--- config.mk ---
export PLATFORM = sky130hd
export DESIGN_NAME = ps2_dual_host
export DESIGN_NICKNAME = d
export VERILOG_FILES = /design/src/rtl/ps2h_pkg.sv /design/src/rtl/ps2h_ctrl.sv /design/src/rtl/ps2h_port.sv /design/src/rtl/ps2_dual_host.sv
export SDC_FILE = /design/constraint.sdc
export NUM_CORES = 1
export LEC_CHECK = 0
export BUFFER_PORTS_ARGS = -buffer_cell sky130_fd_sc_hd__buf_2
export CAP_MARGIN = 20
export CORE_UTILIZATION = 65
export CTS_CLUSTER_SIZE = 14
export DETAILED_ROUTE_END_ITERATION = 7
export HOLD_SLACK_MARGIN = 0.12
export PLACE_DENSITY = 0.85
export SLEW_MARGIN = 0
export SYNTH_ARGS = -nofsm -noshare
export SYNTH_HDL_FRONTEND = slang
export SYNTH_SLANG_ARGS = --single-unit
--- constraint.sdc ---
create_clock -name clk -period 4.3 [get_ports clk]
set_input_delay 0.86 -clock clk [delete_from_list [all_inputs] [get_ports clk]]
set_output_delay 0.86 -clock clk [all_outputs]
set_load 0.03 [all_outputs]
--- src/rtl/ps2h_pkg.sv ---
package ps2h_pkg;
  typedef enum logic [1:0] {
    OFF_ID   = 2'd0,
    OFF_DATA = 2'd1,
    OFF_CTRL = 2'd2,
    OFF_STAT = 2'd3
  } regOff_e;

  typedef struct packed {
    logic wrCtrl;
    logic wrTx;
    logic rdRx;
  } portStrobe_t;

  localparam int CTL_LOOP = 1;
  localparam int CTL_DIAG = 5;
  localparam int CTL_DDIR = 6;
  localparam int CTL_CDIR = 7;
endpackage

--- src/rtl/ps2h_ctrl.sv ---
module ps2h_ctrl
  import ps2h_pkg::*;
#(
  parameter int NPORTS = 2,
  localparam int SEL_W = (NPORTS > 1) ? $clog2(NPORTS) : 1
) (
  input  logic              clk,
  input  logic              rstN,
  input  logic [SEL_W-1:0]  busSel,
  input  logic [7:0]        busAddr,
  input  logic              busWrEn,
  input  logic              busRdEn,
  output regOff_e           regOff,
  output portStrobe_t       strobe [NPORTS]
);
  logic unusedAddr;
  assign unusedAddr = ^{busAddr[7:4], busAddr[1:0]};
  assign regOff = regOff_e'(busAddr[3:2]);

  for (genvar p = 0; p < NPORTS; p++) begin : g_strobe
    logic hit;
    assign hit = (busSel == SEL_W'(p));
    assign strobe[p].wrCtrl = hit && busWrEn && (regOff == OFF_CTRL);
    assign strobe[p].wrTx   = hit && busWrEn && (regOff == OFF_DATA);
    assign strobe[p].rdRx   = hit && busRdEn && (regOff == OFF_DATA);

    // one register action per port per cycle
    assert_single_action_R10: assert property (@(posedge clk) disable iff (!rstN)
      $onehot0({strobe[p].wrCtrl, strobe[p].wrTx, strobe[p].rdRx}));
  end
endmodule

--- src/rtl/ps2h_port.sv ---
module ps2h_port
  import ps2h_pkg::*;
#(
  parameter int DEPTH   = 16,
  parameter int PORT_ID = 0,
  localparam int PTR_W  = (DEPTH > 1) ? $clog2(DEPTH) : 1,
  localparam int CNT_W  = $clog2(DEPTH + 1)
) (
  input  logic        clk,
  input  logic        rstN,
  input  portStrobe_t strobe,
  input  regOff_e     regOff,
  input  logic [7:0]  wrByte,
  input  logic        anyIrq,
  input  logic [7:0]  rxData,
  input  logic        rxValid,
  output logic        rxReady,
  output logic [7:0]  txData,
  output logic        txValid,
  output logic        portIrq,
  output logic [7:0]  rdByte
);
  logic [7:0] ctrlReg, lbByte, lastRd;
  logic       lbFull;
  logic [7:0] mem [DEPTH];
  logic [PTR_W-1:0] wrPtr, rdPtr;
  logic [CNT_W-1:0] count;

  logic loopMode, fifoEmpty, fifoFull, doPush, doPop;
  assign loopMode  = ctrlReg[CTL_LOOP];
  assign fifoEmpty = (count == '0);
  assign fifoFull  = (count == CNT_W'(DEPTH));
  assign doPush    = rxValid && !fifoFull;
  assign doPop     = strobe.rdRx && !loopMode && !fifoEmpty;
  assign rxReady   = !fifoFull;

  function automatic logic [PTR_W-1:0] bump(input logic [PTR_W-1:0] ptr);
    return (ptr == PTR_W'(DEPTH - 1)) ? '0 : ptr + 1'b1;
  endfunction

  always_ff @(posedge clk) begin
    if (doPush) mem[wrPtr] <= rxData;
  end

  always_ff @(posedge clk or negedge rstN) begin
    if (!rstN) begin
      ctrlReg <= '0;
      lbByte  <= '0;
      lbFull  <= 1'b0;
      lastRd  <= '0;
      wrPtr   <= '0;
      rdPtr   <= '0;
      count   <= '0;
      txData  <= '0;
      txValid <= 1'b0;
    end else begin
      if (strobe.wrCtrl) ctrlReg <= wrByte;
      txValid <= strobe.wrTx && !loopMode;
      if (strobe.wrTx && !loopMode) txData <= wrByte;
      if (strobe.wrTx && loopMode) begin
        lbByte <= wrByte;
        lbFull <= 1'b1;
      end else if (strobe.rdRx && loopMode) begin
        lbFull <= 1'b0;
      end
      if (doPush) wrPtr <= bump(wrPtr);
      if (doPop) begin
        rdPtr  <= bump(rdPtr);
        lastRd <= mem[rdPtr];
      end
      case ({doPush, doPop})
        2'b10:   count <= count + 1'b1;
        2'b01:   count <= count - 1'b1;
        default: count <= count;
      endcase
    end
  end

  assign portIrq = loopMode ? lbFull : !fifoEmpty;

  logic [7:0] status;
  always_comb begin
    status = 8'hC0;
    if (ctrlReg[CTL_DIAG]) begin
      status[6] = ctrlReg[CTL_DDIR];
      status[7] = ctrlReg[CTL_CDIR];
    end
    status[0] = loopMode ? lbFull : !fifoEmpty;
    status[4] = anyIrq;
  end

  always_comb begin
    case (regOff)
      OFF_ID:   rdByte = 8'(PORT_ID);
      OFF_DATA: rdByte = loopMode ? lbByte : (fifoEmpty ? lastRd : mem[rdPtr]);
      OFF_CTRL: rdByte = ctrlReg;
      default:  rdByte = status;
    endcase
  end

  assert_count_range_R5: assert property (@(posedge clk) disable iff (!rstN)
    count <= CNT_W'(DEPTH));
  assert_no_overflow_R5: assert property (@(posedge clk) disable iff (!rstN)
    (fifoFull && !strobe.rdRx) |=> fifoFull);
  assert_tx_after_write_R3: assert property (@(posedge clk) disable iff (!rstN)
    txValid |-> $past(strobe.wrTx));
  assert_loop_no_tx_R7: assert property (@(posedge clk) disable iff (!rstN)
    (strobe.wrTx && loopMode) |=> !txValid);
  assert_loop_clear_R7: assert property (@(posedge clk) disable iff (!rstN)
    (strobe.rdRx && loopMode) |=> !lbFull);
endmodule

--- src/rtl/ps2_dual_host.sv ---
module ps2_dual_host
  import ps2h_pkg::*;
#(
  parameter int FIFO_DEPTH = 16
) (
  input  logic            clk,
  input  logic            rstN,
  input  logic            busSel,
  input  logic [7:0]      busAddr,
  input  logic            busWrEn,
  input  logic            busRdEn,
  input  logic [31:0]     busWrData,
  output logic [31:0]     busRdData,
  input  logic [1:0][7:0] devRxData,
  input  logic [1:0]      devRxValid,
  output logic [1:0]      devRxReady,
  output logic [1:0][7:0] devTxData,
  output logic [1:0]      devTxValid,
  output logic            irq
);
  localparam int NPORTS = 2;

  regOff_e     regOff;
  portStrobe_t strobe [NPORTS];
  logic [NPORTS-1:0] portIrq;
  logic [7:0]  portRd [NPORTS];

  logic unusedData;
  assign unusedData = ^busWrData[31:8];

  ps2h_ctrl #(.NPORTS(NPORTS)) i_ctrl (
    .clk(clk), .rstN(rstN), .busSel(busSel), .busAddr(busAddr),
    .busWrEn(busWrEn), .busRdEn(busRdEn), .regOff(regOff), .strobe(strobe)
  );

  for (genvar p = 0; p < NPORTS; p++) begin : g_port
    ps2h_port #(.DEPTH(FIFO_DEPTH), .PORT_ID(p)) i_port (
      .clk(clk), .rstN(rstN), .strobe(strobe[p]), .regOff(regOff),
      .wrByte(busWrData[7:0]), .anyIrq(irq),
      .rxData(devRxData[p]), .rxValid(devRxValid[p]), .rxReady(devRxReady[p]),
      .txData(devTxData[p]), .txValid(devTxValid[p]),
      .portIrq(portIrq[p]), .rdByte(portRd[p])
    );
  end

  assign irq       = |portIrq;
  assign busRdData = busRdEn ? {24'h0, portRd[busSel]} : 32'h0;

  assert_tx_exclusive_R3: assert property (@(posedge clk) disable iff (!rstN)
    !(devTxValid[0] && devTxValid[1]));
endmodule

; Yosys cells after proc, flatten, opt, wreduce, memory -nomap -nowiden
; Memories as Yosys holds them, arrays and structs flattened.
; Cells that the tools add are included.
[totals]
regBits = 94
ramBits = 256
in_bits = 63
mem_count = 2
[op_classes]
add_sub_neg = 8
magnitude_cmp = 1
n_eq_ne = 12
mux = 28
n_bitwise = 2
n_reduce_logical = 36
[mem_list]
columns = name, depth, word_bits, read_ports, rd_clocked_by_memory_dff, wr, line
row1 = g_port[0].i_port.mem, 16, 8, 1, 0, 1, ps2h_port.sv:25  ; logic [7:0] mem [DEPTH];
row2 = g_port[1].i_port.mem, 16, 8, 1, 0, 1, ps2h_port.sv:25
[op_table]
columns = cell, n
row1 = 2-to-1 mux 8 bit, 8
row2 = one-hot mux 8 bit (3 select lines), 2
row3 = logical AND 1 bit, 22
row4 = one-hot mux 5 bit (2 select lines), 2
row5 = "adder 4 x 1 -> 4 bit, second input constant", 4
row6 = "equality test 4 bit, second input constant", 4
row7 = 2-to-1 mux 4 bit, 4
row8 = "adder 5 x 1 -> 5 bit, second input constant", 2
row9 = "equality test 5 bit, second input constant", 2
row10 = zero test 5 bit, 2
row11 = 2-to-1 mux 1 bit, 10
row12 = "subtractor 5 x 1 -> 5 bit, second input constant", 2
row13 = nonzero test 2 bit, 4
row14 = "equality test 2 x 1 -> 1 bit, second input constant", 3
row15 = "equality test 2 bit, second input constant", 3
row16 = zero test 1 bit, 6
row17 = 2-to-1 mux 2 bit, 2
row18 = ">= comparator 2 bit, second input constant", 1
row19 = zero test 2 bit, 1
row20 = inverter 1 -> 2 bit, 1
row21 = OR reduction 2 bit, 1
row22 = inverter 1 bit, 1

; Depth between registers and ports, before layout
[logic_depth]
depth_word = 9
mapped_depth = 14

; By module
; From an unflattened synthesis, not the netlist that was laid out.
[unflattened]
hier_cells = 917
area_unflattened_um2 = 15054.4
[modules_own_cells]
columns = mod, n_inst, cells_per_inst, area_each_um2, seq_area_each_um2
row1 = ps2h_port (g_port[0].i_port), 1, 433, 7329.5, 5019.8
row2 = ps2h_port (g_port[1].i_port), 1, 433, 7307.0, 5019.8
row3 = ps2_dual_host, 1, 43, 331.6, 0.0
row4 = ps2h_ctrl, 1, 8, 86.3, 0.0

; Least setup slack after synthesis
; OpenSTA, ideal clock, no wires.
[synth_timing]
path_type = input to register
from = input busSel
to = register g_port[0].i_port.count[4]
setup_time_ns = 0.080
arrival_ns = 3.209
slack_ns = 1.011
cell_stages = 13
cell_sequence = nand2b_1 -> clkbuf_1 -> or4_4 -> inv_2 -> buf_4 -> ha_1 -> inv_1 -> fa_1 -> nor2b_1 -> o21ai_0 -> and3_1 -> nor3_1 -> xnor2_1
[synth_between]
elab_chain_cells = 7
elab_cells_between_ends = 9
cone_classes = 2 x eq/ne / 1 x mux / 1 x bitwise / 5 x reduce/logical
[synth_lines]
columns = item, line
row1 = "start, declared", ps2_dual_host.sv:8  ; input logic busSel,
row2 = inverter 1 bit *, ps2h_ctrl.sv:22  ; assign hit = (busSel == SEL_W'(p));
row3 = logical AND 1 bit * (2 in a row), ps2h_ctrl.sv:25  ; assign strobe[p].rdRx = hit && busRdEn && (regOff == OFF_DATA);
row4 = logical AND 1 bit * (2 in a row), ps2h_port.sv:34  ; assign doPop = strobe.rdRx && !loopMode && !fifoEmpty;
row5 = named net g_port[0].i_port.doPop, ps2h_port.sv:29  ; logic loopMode, fifoEmpty, fifoFull, doPush, doPop;
row6 = equality test 2 x 1 -> 1 bit or equality test 2 bit (tied branches), ps2h_port.sv:71  ; case ({doPush, doPop})
row7 = one-hot mux 5 bit (2 select lines) or nonzero test 2 bit (tied branches), --
row8 = "end signal, assigned", ps2h_port.sv:72  ; 2'b10: count <= count + 1'b1;
row9 = "end signal, assigned", ps2h_port.sv:73  ; 2'b01: count <= count - 1'b1;
row10 = "end signal, assigned", ps2h_port.sv:74  ; default: count <= count;
row11 = "end, declared", ps2h_port.sv:27  ; logic [CNT_W-1:0] count;
; Mark *: on every way through the listed nets, which the timed path passes. The rest lies on a longest branch.
; A chain may end at the register's enable or synchronous reset.

; Worst setup path in the final report
[layout_timing]
from = register g_port[1].i_port.rdPtr[0]
to = output busRdData[7]
[layout_between]
elab_chain_cells = 8
[layout_lines]
columns = item, line
row1 = "start, declared", ps2h_port.sv:26  ; logic [PTR_W-1:0] wrPtr, rdPtr;
row2 = "start signal, assigned", ps2h_port.sv:68  ; rdPtr <= bump(rdPtr);
row3 = memory read (16 x 8 bit), --
row4 = 2-to-1 mux 8 bit (2 in a row), ps2h_port.sv:95  ; OFF_DATA: rdByte = loopMode ? lbByte : (fifoEmpty ? lastRd : mem[rdPtr]);
row5 = one-hot mux 8 bit (3 select lines), ps2h_port.sv:93  ; case (regOff)
row6 = 2-to-1 mux 8 bit (not written as such) (3 in a row), ps2_dual_host.sv:47  ; assign busRdData = busRdEn ? {24'h0, portRd[busSel]} : 32'h0;
row7 = 2-to-1 mux 8 bit, ps2_dual_host.sv:47
row8 = "end, declared", ps2_dual_host.sv:13  ; output logic [31:0] busRdData,
; No other way between the ends. The select of a mux whose other input is x is not followed.

==> impl_metrics.toml <==
[run_status]
outcome = "completed"

[drt]
drt_iter0_drc = 903
wl_per_cell_um = 24.7
dr.pass1.iters = 6
drc_errors = 0
ant_nets = 0
vias_per_cell = 6.55
drt_wl_total_um = 32400
vias = 8603

[layout]
final_common_cell = "edfxtp_1"
final_cell_mix = "edfxtp_1, dfrtp_1, nand2_1, buf_2, mux4_2"
layout.nets = 1086
area_growth_pct = 10.2
layout-drive-gt1-share_pct = 24.7
num_antenna_cells = 0
finish.utilization_pct = 72.8

[global_routing]
grt_antenna_before_repair = 0
gr-usage-met3_pct = 5.19
grt_overflow = 0
grt_pass1_vias = 8767
busiest_layer = "met2"
grtUsageTotal_pct = 28.6
grt_pass1_wl_um = 50200
grt_max_degree = 77
use_met2_pct = 47.5
use_met1_pct = 39.1

[clock_tree]
cts_made_buffers = 34
clockRootBuffer = "clkbuf_16"
clock_latency_ns = 0.54
post_cts_resized = 0
tritoncts = "built"
path_clk_slew_ns = 0.06
clkSinkCount = 350
cts.htree.levels = 2
postCtsSetupBuffers = 0
clock_path_buffers = 3
cts_hold_buf = 0

[synthesis]
ys_types = 63
synth_area_mm2 = 0.0149
ys_warn_count = 0
async_flop_share_pct = 26.9
synthFlopType = "edfxtp_1"
synth_edf_count = 256
avgSynthCellArea_um2 = 15.9
ys_ff_latch = 350
syn_inst = 935
synth_seq_area_share_pct = 67.3

[power]
total_power_mw = 10.2
switching_share_pct = 32.3
seqPwrFrac_pct = 45.9
leakage_nw = 5.97
internal_power_mw = 6.93
p_sw_mw = 3.31
pwr-share-clk_pct = 27.1
comb_power_share_pct = 27.0
powerDensity_mw_per_mm2 = 624
vdd_drop_max_v = 0.000367

[timing]
finalCriticalPeriod_ns = 4.11
rsz0062_at_grt = "no"
finClkSkew_ns = 0.0313
fmax_ghz = 0.243
hold_viol = 0
worst_pin_slew_ns = 0.980
finalCritPeriodShare_pct = 95.6
slew_headroom_pct = 34.4
setup-violations-final = 0
setup-tns-final_ns = 0
drv_slew = 0

[setup_path]
worst_setup_path_start_kind = "register"
crit_path_max_fanout = 15
startpoint = "g_port[1].i_port.rdPtr[0]$_DFFE_PN0P_"
r2r_slack_ns = 0.84
endpoint_kind = "output port"
critical_path.reg2reg.startpoint = "g_port[0].i_port.count[1]$_DFFE_PN0P_"
crit_arrival_ns = 3.25
worst_ep_required_time_ns = 3.44
critical_path_class = "reg -> out"

[floorplan]
die-area_mm2 = 0.0235
dieWidth_um = 153
die_h_um = 153
core_area_mm2 = 0.0226
placement_rows = 55
pin_count = 116
start_util_pct = 66.1

[hold_path]
min_from = "g_port[1].i_port.lastRd[7]$_DFFE_PN0P_"
min_path_type = "reg -> reg"

[flow_run]
max-cap-violations = 0

[place]
gp_congestion = 0.923
io_buffer_count = 61
dpl.hpwl_um = 20400
-- through the flow --
| step | cells | setup WS [ns] | hold WS, ns | area, um^2 |
|---|---|---|---|---|
| global placement | 1251 | 0.541 | 0.451 | 15400 |
| global route | 1313 | 0.0241 | 0.478 | 16400 |
| CTS | 1312 | 0.130 | 0.475 | 16400 |
| floorplan | 958 | 1.01 | 0.437 | 15000 |
| detailed placement | 1251 | 0.471 | 0.458 | 15400 |
| finish | 1313 | 0.187 | 0.474 | 16400 |
-- area by class of cell --
type / count / area, um^2
repair buffers: 87 / 500
well taps: 285 / 357
inverters: 21 / 78.8
multi-input cells: 509 / 4420
fillers: 1326 / 6140
flip-flops and latches: 350 / 10000
clock inverters: 12 / 101
clock buffers: 49 / 927
-- synthesized netlist by cell type (5+ instances only) --
cell type | number | area share (%)
a21o_1 | 12 | 0.60
o21ai_0 | 38 | 1.3
inv_1 | 19 | 0.48
nand2_1 | 71 | 1.8
mux4_1 | 5 | 0.88
edfxtp_1 | 256 | 52
ha_1 | 18 | 1.5
buf_2 | 15 | 0.50
o22ai_1 | 14 | 0.59
xnor2_1 | 9 | 0.53
a21oi_1 | 24 | 0.81
clkbuf_1 | 23 | 0.58
dfrtp_1 | 94 | 16
nor3_1 | 13 | 0.44
a221oi_1 | 7 | 0.41
nand3_1 | 9 | 0.30
mux2_2 | 51 | 3.9
buf_4 | 30 | 1.5
nor2b_1 | 6 | 0.25
a22oi_1 | 6 | 0.30
nor3b_1 | 7 | 0.35
mux2i_1 | 9 | 0.60
nand2b_1 | 15 | 0.63
nor2_1 | 45 | 1.1
mux4_2 | 59 | 8.9
a22o_1 | 6 | 0.35
-- state kept, by name, summed over array words and instances (netlist names) --
signal                 count
g_port.i_port.txData      16
g_port.i_port.lbByte      16
g_port.i_port.txValid      2
g_port.i_port.ctrlReg     16
g_port.i_port.wrPtr        8
g_port.i_port.count       10
g_port.i_port.lbFull       2
g_port.i_port.mem        256
g_port.i_port.lastRd      16
g_port.i_port.rdPtr        8
-- critical path: stages (launching register included) --
cell and delay [ns]:
dfrtp_2 0.71, mux4_1 0.67, nand2_1 0.12, a41oi_1 0.11
a2111oi_0 0.66, o21ai_0 0.23, buf_2 0.23
-- kinds of logic after synthesis --
kind of cell | share of synthesized area, %
DFF | 67.3
and+or+nand+nor | 6.32
AOI/OAI and AO/OA | 5.94
muxes | 14.2
buffers and inverters | 3.59
adders and majority gates | 1.78
xor gates and xnor gates | 0.764
other | 0.0251
-- power by group through the flow --
| stage | combinational [mW] | sequential (mW) | clock (mW) |
|---|---|---|---|
| finish | 2.76 | 4.70 | 2.78 |
| global route | 2.96 | 4.76 | 2.92 |
| CTS | 2.75 | 4.69 | 2.80 |
| detailed placement | 2.68 | 4.74 | 0 |
| global placement | 2.59 | 4.69 | 0 |
| floorplan | 2.09 | 4.53 | 0 |
-- final timing paths --
check                                                         end  cells after the start
max                                                  busRdData[7]                      6
min                        g_port[1].i_port.lastRd[7]$_DFFE_PN0P_                      1
max reg2reg                 g_port[0].i_port.count[4]$_DFFE_PN0P_                     11
min reg2reg                g_port[1].i_port.lastRd[7]$_DFFE_PN0P_                      1
max in group asynchronous   g_port[0].i_port.rdPtr[0]$_DFFE_PN0P_                      2
min in group asynchronous   g_port[1].i_port.count[0]$_DFFE_PN0P_                      1
-- layer usage --
metal	vias to the layer above	part of all wire, %
li1	3676	-
met1	4374	38
met2	479	50
met3	74	8.8
met4	0	2.8
met5	-	0
(Power assumes the default switching activity.)
